File: src/rtl/fidr_pkg.sv
`timescale 1ns/1ps
package fidr_pkg;

  typedef enum logic [1:0] {
    ST_IDLE = 2'b00,
    ST_RECV = 2'b01
  } fidr_state_e;

  // One byte through a 16-bit MSB-first CRC.
  function automatic logic [15:0] crc16_byte(input logic [15:0] crc,
                                             input logic [7:0]  d,
                                             input logic [15:0] poly);
    logic [15:0] c;
    c = crc ^ {d, 8'h00};
    for (int i = 0; i < 8; i++) begin
      c = c[15] ? ((c << 1) ^ poly) : (c << 1);
    end
    return c;
  endfunction

endpackage

File: src/rtl/fidr_seq.sv
`timescale 1ns/1ps
module fidr_seq
  import fidr_pkg::*;
#(
  parameter int BODY_BYTES = 5,
  localparam int CW = $clog2(BODY_BYTES + 2)
) (
  input  logic          clk_i,
  input  logic          rst_ni,
  input  logic          sof_i,
  input  logic          eof_i,
  input  logic          byte_vld_i,
  output logic          take_o,
  output logic [CW-1:0] idx_o,
  output logic          close_o,
  output logic          abort_o,
  output logic          len_ok_o
);

  localparam logic [CW-1:0] LAST = CW'(BODY_BYTES + 1);

  fidr_state_e state_q, state_d;
  logic [CW-1:0] cnt_q;

  always_comb begin
    state_d = ST_IDLE;
    case (state_q)
      ST_IDLE: state_d = sof_i ? ST_RECV : ST_IDLE;
      ST_RECV: begin
        if (sof_i)      state_d = ST_RECV;
        else if (eof_i) state_d = ST_IDLE;
        else            state_d = ST_RECV;
      end
      default: state_d = ST_IDLE;  // illegal code recovers
    endcase
  end

  assign take_o   = (state_q == ST_RECV) && byte_vld_i && !sof_i && !eof_i;
  assign abort_o  = (state_q == ST_RECV) && sof_i;
  assign close_o  = (state_q == ST_RECV) && eof_i && !sof_i;
  assign len_ok_o = (cnt_q == CW'(BODY_BYTES));
  assign idx_o    = cnt_q;

  always_ff @(posedge clk_i or negedge rst_ni) begin
    if (!rst_ni) begin
      state_q <= ST_IDLE;
      cnt_q   <= '0;
    end else begin
      state_q <= state_d;
      if (sof_i)                        cnt_q <= '0;
      else if (take_o && cnt_q != LAST) cnt_q <= cnt_q + 1'b1;
    end
  end

  a_r5_cnt_bound: assert property (@(posedge clk_i) disable iff (!rst_ni)
    cnt_q <= LAST);
  a_r7_idle_no_take: assert property (@(posedge clk_i) disable iff (!rst_ni)
    (state_q == ST_IDLE) |-> !take_o && !close_o);

endmodule

File: src/rtl/fidr_crc.sv
`timescale 1ns/1ps
module fidr_crc
  import fidr_pkg::*;
#(
  parameter logic [15:0] CRC_POLY = 16'h1021,
  parameter logic [15:0] CRC_INIT = 16'hFFFF
) (
  input  logic        clk_i,
  input  logic        rst_ni,
  input  logic        clr_i,
  input  logic        en_i,
  input  logic [7:0]  data_i,
  output logic [15:0] crc_o
);

  always_ff @(posedge clk_i or negedge rst_ni) begin
    if (!rst_ni)     crc_o <= CRC_INIT;
    else if (clr_i)  crc_o <= CRC_INIT;
    else if (en_i)   crc_o <= crc16_byte(crc_o, data_i, CRC_POLY);
  end

endmodule

File: src/rtl/fidr_fields.sv
`timescale 1ns/1ps
module fidr_fields #(
  parameter int HDR_BYTES  = 3,
  parameter int BODY_BYTES = 5,
  localparam int CW = $clog2(BODY_BYTES + 2),
  localparam int HW = 8 * HDR_BYTES
) (
  input  logic          clk_i,
  input  logic          rst_ni,
  input  logic          take_i,
  input  logic [CW-1:0] idx_i,
  input  logic [7:0]    data_i,
  output logic [HW-1:0] hdr_o,
  output logic [15:0]   rxcrc_o
);

  logic in_hdr, in_crc;
  assign in_hdr = idx_i < CW'(HDR_BYTES);
  assign in_crc = !in_hdr && (idx_i < CW'(BODY_BYTES));

  // High byte first: shift in from the bottom.
  always_ff @(posedge clk_i or negedge rst_ni) begin
    if (!rst_ni) begin
      hdr_o   <= '0;
      rxcrc_o <= '0;
    end else if (take_i) begin
      if (in_hdr)      hdr_o   <= {hdr_o[HW-9:0], data_i};
      else if (in_crc) rxcrc_o <= {rxcrc_o[7:0], data_i};
    end
  end

endmodule

File: src/rtl/fidr_rx.sv
`timescale 1ns/1ps
module fidr_rx #(
  parameter int          ID_BYTES   = 2,
  parameter logic [15:0] CRC_POLY   = 16'h1021,
  parameter logic [15:0] CRC_INIT   = 16'hFFFF,
  parameter logic [15:0] CRC_XOROUT = 16'h0000,
  localparam int ID_W = 8 * ID_BYTES
) (
  input  logic            clk_i,
  input  logic            rst_ni,
  input  logic            byte_vld_i,
  input  logic [7:0]      byte_i,
  input  logic            sof_i,
  input  logic            eof_i,
  output logic [7:0]      ctrl_o,
  output logic [ID_W-1:0] ident_o,
  output logic            frame_ok_o,
  output logic            frame_err_o
);

  localparam int HDR_BYTES  = 1 + ID_BYTES;
  localparam int BODY_BYTES = HDR_BYTES + 2;
  localparam int CW         = $clog2(BODY_BYTES + 2);
  localparam int HW         = 8 * HDR_BYTES;

  logic          take, close, abort, len_ok;
  logic [CW-1:0] idx;
  logic [15:0]   crc, rxcrc;
  logic [HW-1:0] hdr;
  logic          good;

  fidr_seq #(.BODY_BYTES(BODY_BYTES)) u_seq (
    .clk_i, .rst_ni, .sof_i, .eof_i, .byte_vld_i,
    .take_o(take), .idx_o(idx), .close_o(close),
    .abort_o(abort), .len_ok_o(len_ok)
  );

  fidr_crc #(.CRC_POLY(CRC_POLY), .CRC_INIT(CRC_INIT)) u_crc (
    .clk_i, .rst_ni, .clr_i(sof_i),
    .en_i(take && (idx < CW'(HDR_BYTES))),
    .data_i(byte_i), .crc_o(crc)
  );

  fidr_fields #(.HDR_BYTES(HDR_BYTES), .BODY_BYTES(BODY_BYTES)) u_fields (
    .clk_i, .rst_ni, .take_i(take), .idx_i(idx), .data_i(byte_i),
    .hdr_o(hdr), .rxcrc_o(rxcrc)
  );

  assign good = close && len_ok && ((crc ^ CRC_XOROUT) == rxcrc);

  always_ff @(posedge clk_i or negedge rst_ni) begin
    if (!rst_ni) begin
      frame_ok_o  <= 1'b0;
      frame_err_o <= 1'b0;
      ctrl_o      <= '0;
      ident_o     <= '0;
    end else begin
      frame_ok_o  <= good;
      frame_err_o <= (close && !good) || abort;
      if (good) begin
        ctrl_o  <= hdr[HW-1 -: 8];
        ident_o <= hdr[ID_W-1:0];
      end
    end
  end

  a_r2_ok_err_excl: assert property (@(posedge clk_i) disable iff (!rst_ni)
    !(frame_ok_o && frame_err_o));
  a_r2_ok_after_eof: assert property (@(posedge clk_i) disable iff (!rst_ni)
    frame_ok_o |-> $past(eof_i) && !$past(sof_i));
  a_r6_abort_err: assert property (@(posedge clk_i) disable iff (!rst_ni)
    abort |=> frame_err_o);
  a_r8_id_hold: assert property (@(posedge clk_i) disable iff (!rst_ni)
    !$stable(ident_o) || !$stable(ctrl_o) |-> frame_ok_o);

endmodule

File: config.mk
export PLATFORM = sky130hd
export DESIGN_NAME = fidr_rx
export DESIGN_NICKNAME = d
export VERILOG_FILES = /design/src/rtl/fidr_pkg.sv /design/src/rtl/fidr_seq.sv /design/src/rtl/fidr_crc.sv /design/src/rtl/fidr_fields.sv /design/src/rtl/fidr_rx.sv
export SDC_FILE = /design/constraint.sdc
export NUM_CORES = 1
export LEC_CHECK = 0
export BUFFER_PORTS_ARGS = -buffer_cell sky130_fd_sc_hd__buf_2
export CORE_MARGIN = 2
export CORE_UTILIZATION = 39
export CTS_CLUSTER_SIZE = 16
export DETAILED_ROUTE_END_ITERATION = 7
export PLACE_DENSITY_LB_ADDON = 0.25
export SLEW_MARGIN = 5
export SYNTH_ARGS = -nofsm -noshare
export SYNTH_HDL_FRONTEND = slang
export SYNTH_SLANG_ARGS = --single-unit
export TNS_END_PERCENT = 5
File: constraint.sdc
create_clock -name clk_i -period 4.28 [get_ports clk_i]
set_input_delay 0.642 -clock clk_i [delete_from_list [all_inputs] [get_ports clk_i]]
set_output_delay 0.642 -clock clk_i [all_outputs]
set_load 0.1 [all_outputs]
After elaboration in Yosys (flattened, before gate mapping) --
Index checks and enable logic that the tools add are counted.
Word-level totals: flip-flop bits (word level) 87, bits of input ports 13, output and inout port bits 26, word-level logic and storage cells 64
Cells by class: add/subtract/negate cells 1, magnitude comparators 2, eq/ne operators 4, mux-type cells 16, bitwise gates (word level) 10, reductions and logical operators 22
Operators by type and width (count):
- two-way mux 13 bit | 8
- two-way mux 16 bit | 2
- inverter 3 bit | 8
- equality test 16 bit | 1
- bitwise XOR 16 bit | 1
- logical AND 1 bit | 12
- two-way mux 3 bit | 2
- logical NOT 1 bit | 4
- one-hot mux 2 bit (2 select lines) | 1
- nonzero test 2 bit | 2
- adder 3 x 1 -> 3 bit, second input constant | 1
- equality test 3 bit, second input constant | 1
- less-than comparator 3 x 2 -> 1 bit, second input constant | 1
- less-than comparator 3 bit, second input constant | 1
- inequality test 3 bit, second input constant | 1
- AND reduction 3 bit | 1
- equality test 2 x 1 -> 1 bit, second input constant | 1
- logical NOT 2 bit | 1
- two-way mux 1 bit | 2
- two-way mux 2 bit | 1
- AND reduction 2 bit | 1
- logical OR 1 bit | 1
- inverter 1 bit | 1

Logic depth before layout (Yosys ltp) --
depth after elaboration 19, gate-level depth with buffers 8, mapped depth without buffers 7

Modules after synthesis --
Synthesis repeated with hierarchy kept, for this count alone.
Unflattened totals: cell total of the unflattened synthesis 318, area, all modules 4327.9 sq um
By module, submodules not included:
- fidr_fields | instances 1, cells each 133, area an instance 1865.5 sq um, sequential area each 1001.0 sq um
- fidr_rx | instances 1, cells each 80, area an instance 1161.1 sq um, sequential area each 650.6 sq um
- fidr_crc | instances 1, cells each 80, area an instance 1038.5 sq um, sequential area each 420.4 sq um
- fidr_seq | instances 1, cells each 25, area an instance 262.8 sq um, sequential area each 100.1 sq um

Least setup slack after synthesis --
No wires, ideal clock.
kind input-to-reg, from input eof_i, to register ident_o[10], library setup time 125 ps, data arrival time 1928 ps, data required time 4155 ps, path slack 2226 ps, stages 6, path buffers 1, cells stage by stage nand2_1 > nor3_1 > nand4b_1 > nor4_4 > buf_6 > mux2_2
Between the ends: word-level cells in the longest chain between the ends 4
RTL lines:
- start: declaration | line fidr_rx.sv:14 | input logic eof_i,
- logical AND 1 bit (2 in a row) | line fidr_seq.sv:40 | assign close_o = (state_q == ST_RECV) && eof_i && !sof_i;
- logical AND 1 bit (2 in a row) | line fidr_rx.sv:49 | assign good = close && len_ok && ((crc ^ CRC_XOROUT) == rxcrc);
- end signal: assignment | line fidr_rx.sv:62 | ident_o <= hdr[ID_W-1:0];
- end: declaration | line fidr_rx.sv:16 | output logic [ID_W-1:0] ident_o,
Every way passes these cells. A chain may end at the register's enable or synchronous reset.

Final worst setup path --
from register u_seq.cnt_q[1], in the netlist u_seq.idx_o[1], to register ident_o[5]
Between the ends: word-level cells in the longest chain between the ends 3
RTL lines:
- start: declaration | line fidr_seq.sv:23 | logic [CW-1:0] cnt_q;
- start signal: assignment | line fidr_seq.sv:51 | else if (take_o && cnt_q != LAST) cnt_q <= cnt_q + 1'b1;
- equality test 3 bit | line fidr_seq.sv:41 | assign len_ok_o = (cnt_q == CW'(BODY_BYTES));
- logical AND 1 bit (2 in a row) | line fidr_rx.sv:49
Every way passes these cells.

==> flow_summary.json <==
{
  "ys.flop_type": "dfrtp_1",
  "status": "complete, no violations",
  "drcViolationCount": 0,
  "post_cts_resized": 0,
  "vias_per_cell": 4.75,
  "yosysWarningCount": 0,
  "final_common_cell": "nand2_1",
  "fin_crit_sh_pct": 58.2,
  "netlist_instances": 327,
  "power.leakage_nw": 2.09,
  "grt_max_degree": 67,
  "synth-async-reset-ratio_pct": 100,
  "vias": 2373,
  "drtAntennaViolNets": 0,
  "rsz0062_at_grt": "no",
  "finalHoldViolations": 0,
  "finClkSkew_ps": 11.6,
  "syn_area_mm2": 0.00376,
  "crit_fanout": 18,
  "cts.sinks": 86,
  "clk_pin_slew_ps": 100,
  "seq_area_frac_synth_pct": 57.7,
  "yosys_register_bits": 86,
  "area_growth_syn_to_layout_pct": 13.7,
  "startpoint_type": "flop",
  "wirelength_mm": 7.29,
  "arrival_ps": 2740,
  "avgSynthCellArea_um2": 11.5,
  "cts-root-buf": "clkbuf_8",
  "wl_per_cell_um": 14.6,
  "grt_overflow": 0,
  "nNetsFinal": 382,
  "drt_iter0_markers": 100,
  "grt_pass1_vias": 2340,
  "cap_viol_max_count": 0,
  "synth_edf_count": 0,
  "end_kind": "flop",
  "antenna_found_initial": 0,
  "cts_tree": "done",
  "power.density_mw_per_mm2": 408,
  "hold_class": "in -> async",
  "worstSetupPathType": "reg -> reg",
  "ioPinCount": 39,
  "globalplace.congestion": 0.802,
  "finalCriticalPeriod_ps": 2490,
  "fillerInstances": 912,
  "ir_worst_vdd_mv": 0.177,
  "finalMaxSlewViolations": 0,
  "die_h_um": 102,
  "hpwl_mm": 4.88,
  "h-tree-depth": 3,
  "initial_core_util_pct": 40.5,
  "cts_buffers": 9,
  "dieArea_mm2": 0.0104,
  "maxSlewHeadroom_pct": 28.9,
  "hold_buffers": 0,
  "grt_use_total_pct": 15.2,
  "firstDrtPassIters": 4,
  "instances_no_fill": 500,
  "worst_pin_slew_ps": 1060,
  "worstSkewPairLatency_ps": 360,
  "clock.fmax_ghz": 0.402,
  "clock_tree.buffer_depth": 2,
  "synth_cell_types": 30,
  "die_x_um": 102,
  "fp.coreArea_mm2": 0.00928,
  "syn-num-nets": 343,
  "antennaDiodeCount": 0,
  "required_ps": 4530,
  "port-buffer-count": 38,
  "tns_ps": 0,
  "dp_cells": 484,
  "drive_gt1_share_pct": 31.3,
  "grt_pass1_wl_mm": 12.0,
  "layout_common_cells": "nand2_1, dfrtp_1, mux2_2",
  "setup_viol": 0,
  "core.rowCount": 35,
  "post-cts-setup-buffers": 0
}
[kinds of logic (layout without fill, tap and decap cells)]
kind of cell	count (synthesis)	count (layout)	share of synthesized area (%)
buffers and inverters	16	60	2.06
multiplexers	41	41	12.3
adder cells (fa/ha/maj)	3	3	0.998
AND/OR/NAND/NOR	122	122	14.6
AO/OA/AOI/OAI	18	18	2.79
XOR/XNOR	41	41	9.54
flip-flops	86	86	57.7
[area by class of cell]
cell class / instances / area [um2] / share of cell area, %
sequential: 86 / 2170 / 50.8
multi-input combinational: 225 / 1510 / 35.4
timing repair buffer: 41 / 215 / 5.03
tap: 129 / 161 / 3.77
clock buffer: 10 / 138 / 3.22
clock inverter: 6 / 67.6 / 1.58
inverter: 3 / 11.3 / 0.263
[power breakdown]
group          leakage (nW)  switching, W  internal (W)
Sequential             1.11     0.0000573      0.000891
Clock                0.0993      0.000310      0.000289
Combinational         0.876      0.000117     0.0000797
Total                  2.09      0.000484       0.00126
[per-layer routing]
metal	vias up	track usage (%)	part of all wire (%)
met2	47	22.1	46
met5	-	0	0
li1	1162	-	-
met3	10	3.63	3.6
met4	0	6.46	1.7
met1	1154	21.9	49
[worst max-delay path, stage by stage (launching register included)]
cell and delay, ps:
dfrtp_1 450, inv_1 100, ha_1 140, nand2_1 50
nor3_1 240, nand4b_1 200, nor4_4 440, buf_4 360
mux2_2 360
[cell usage after synthesis (all sizes together), types with 2 or more instances]
cell / n / area [um2]
nor4: 3 / 33.8
a21oi: 11 / 55.1
nand4: 5 / 31.3
mux2: 41 / 462
nand2: 88 / 330
xor2: 11 / 96.3
a211o: 2 / 17.5
o21ai: 2 / 10.0
ha: 3 / 37.5
nor3: 11 / 55.1
dfstp: 16 / 420
nand3b: 4 / 30.0
inv: 3 / 11.3
xnor2: 30 / 263
clkbuf: 7 / 26.3
nor2: 5 / 18.8
buf: 6 / 40.0
dfrtp: 70 / 1750
[through the flow]
step	hold slack, ps	util [%]	worst slack, ps	power (W)	instance area [um2]
after floorplan	346	-	2230	0.00109	3760
after global placement	463	43.9	1640	0.00116	4070
after detailed placement	467	43.9	1500	0.00116	4070
after CTS	411	46.1	1770	0.00176	4280
after global routing	432	46.1	1600	0.00184	4280
final	374	46.1	1790	0.00174	4280
[sequential cells by signal, summed over array words and instances (netlist names)]
name,flops
u_fields.hdr_o,24
u_seq.state_q,1
u_seq.idx_o,3
ctrl_o,8
frame_err_o,1
u_fields.rxcrc_o,16
ident_o,16
u_crc.crc_o,16
frame_ok_o,1
[final timing paths]
path | startpoint | to | slack (ps) | depth (start not counted)
worst max register to register | u_seq.idx_o[1] | ident_o[5] | 1790 | 8
max in group asynchronous | rst_ni | u_crc.crc_o[9] | 3080 | 2
worst min register to register | u_fields.hdr_o[20] | u_fields.hdr_o[20] | 480 | 2
worst max-delay path | u_seq.idx_o[1] | ident_o[5] | 1790 | 8
min in group clk_i | u_fields.hdr_o[20] | u_fields.hdr_o[20] | 480 | 2
worst min-delay path | rst_ni | u_fields.rxcrc_o[5] | 370 | 1
Note: power is estimated with default switching activity, not from simulation.
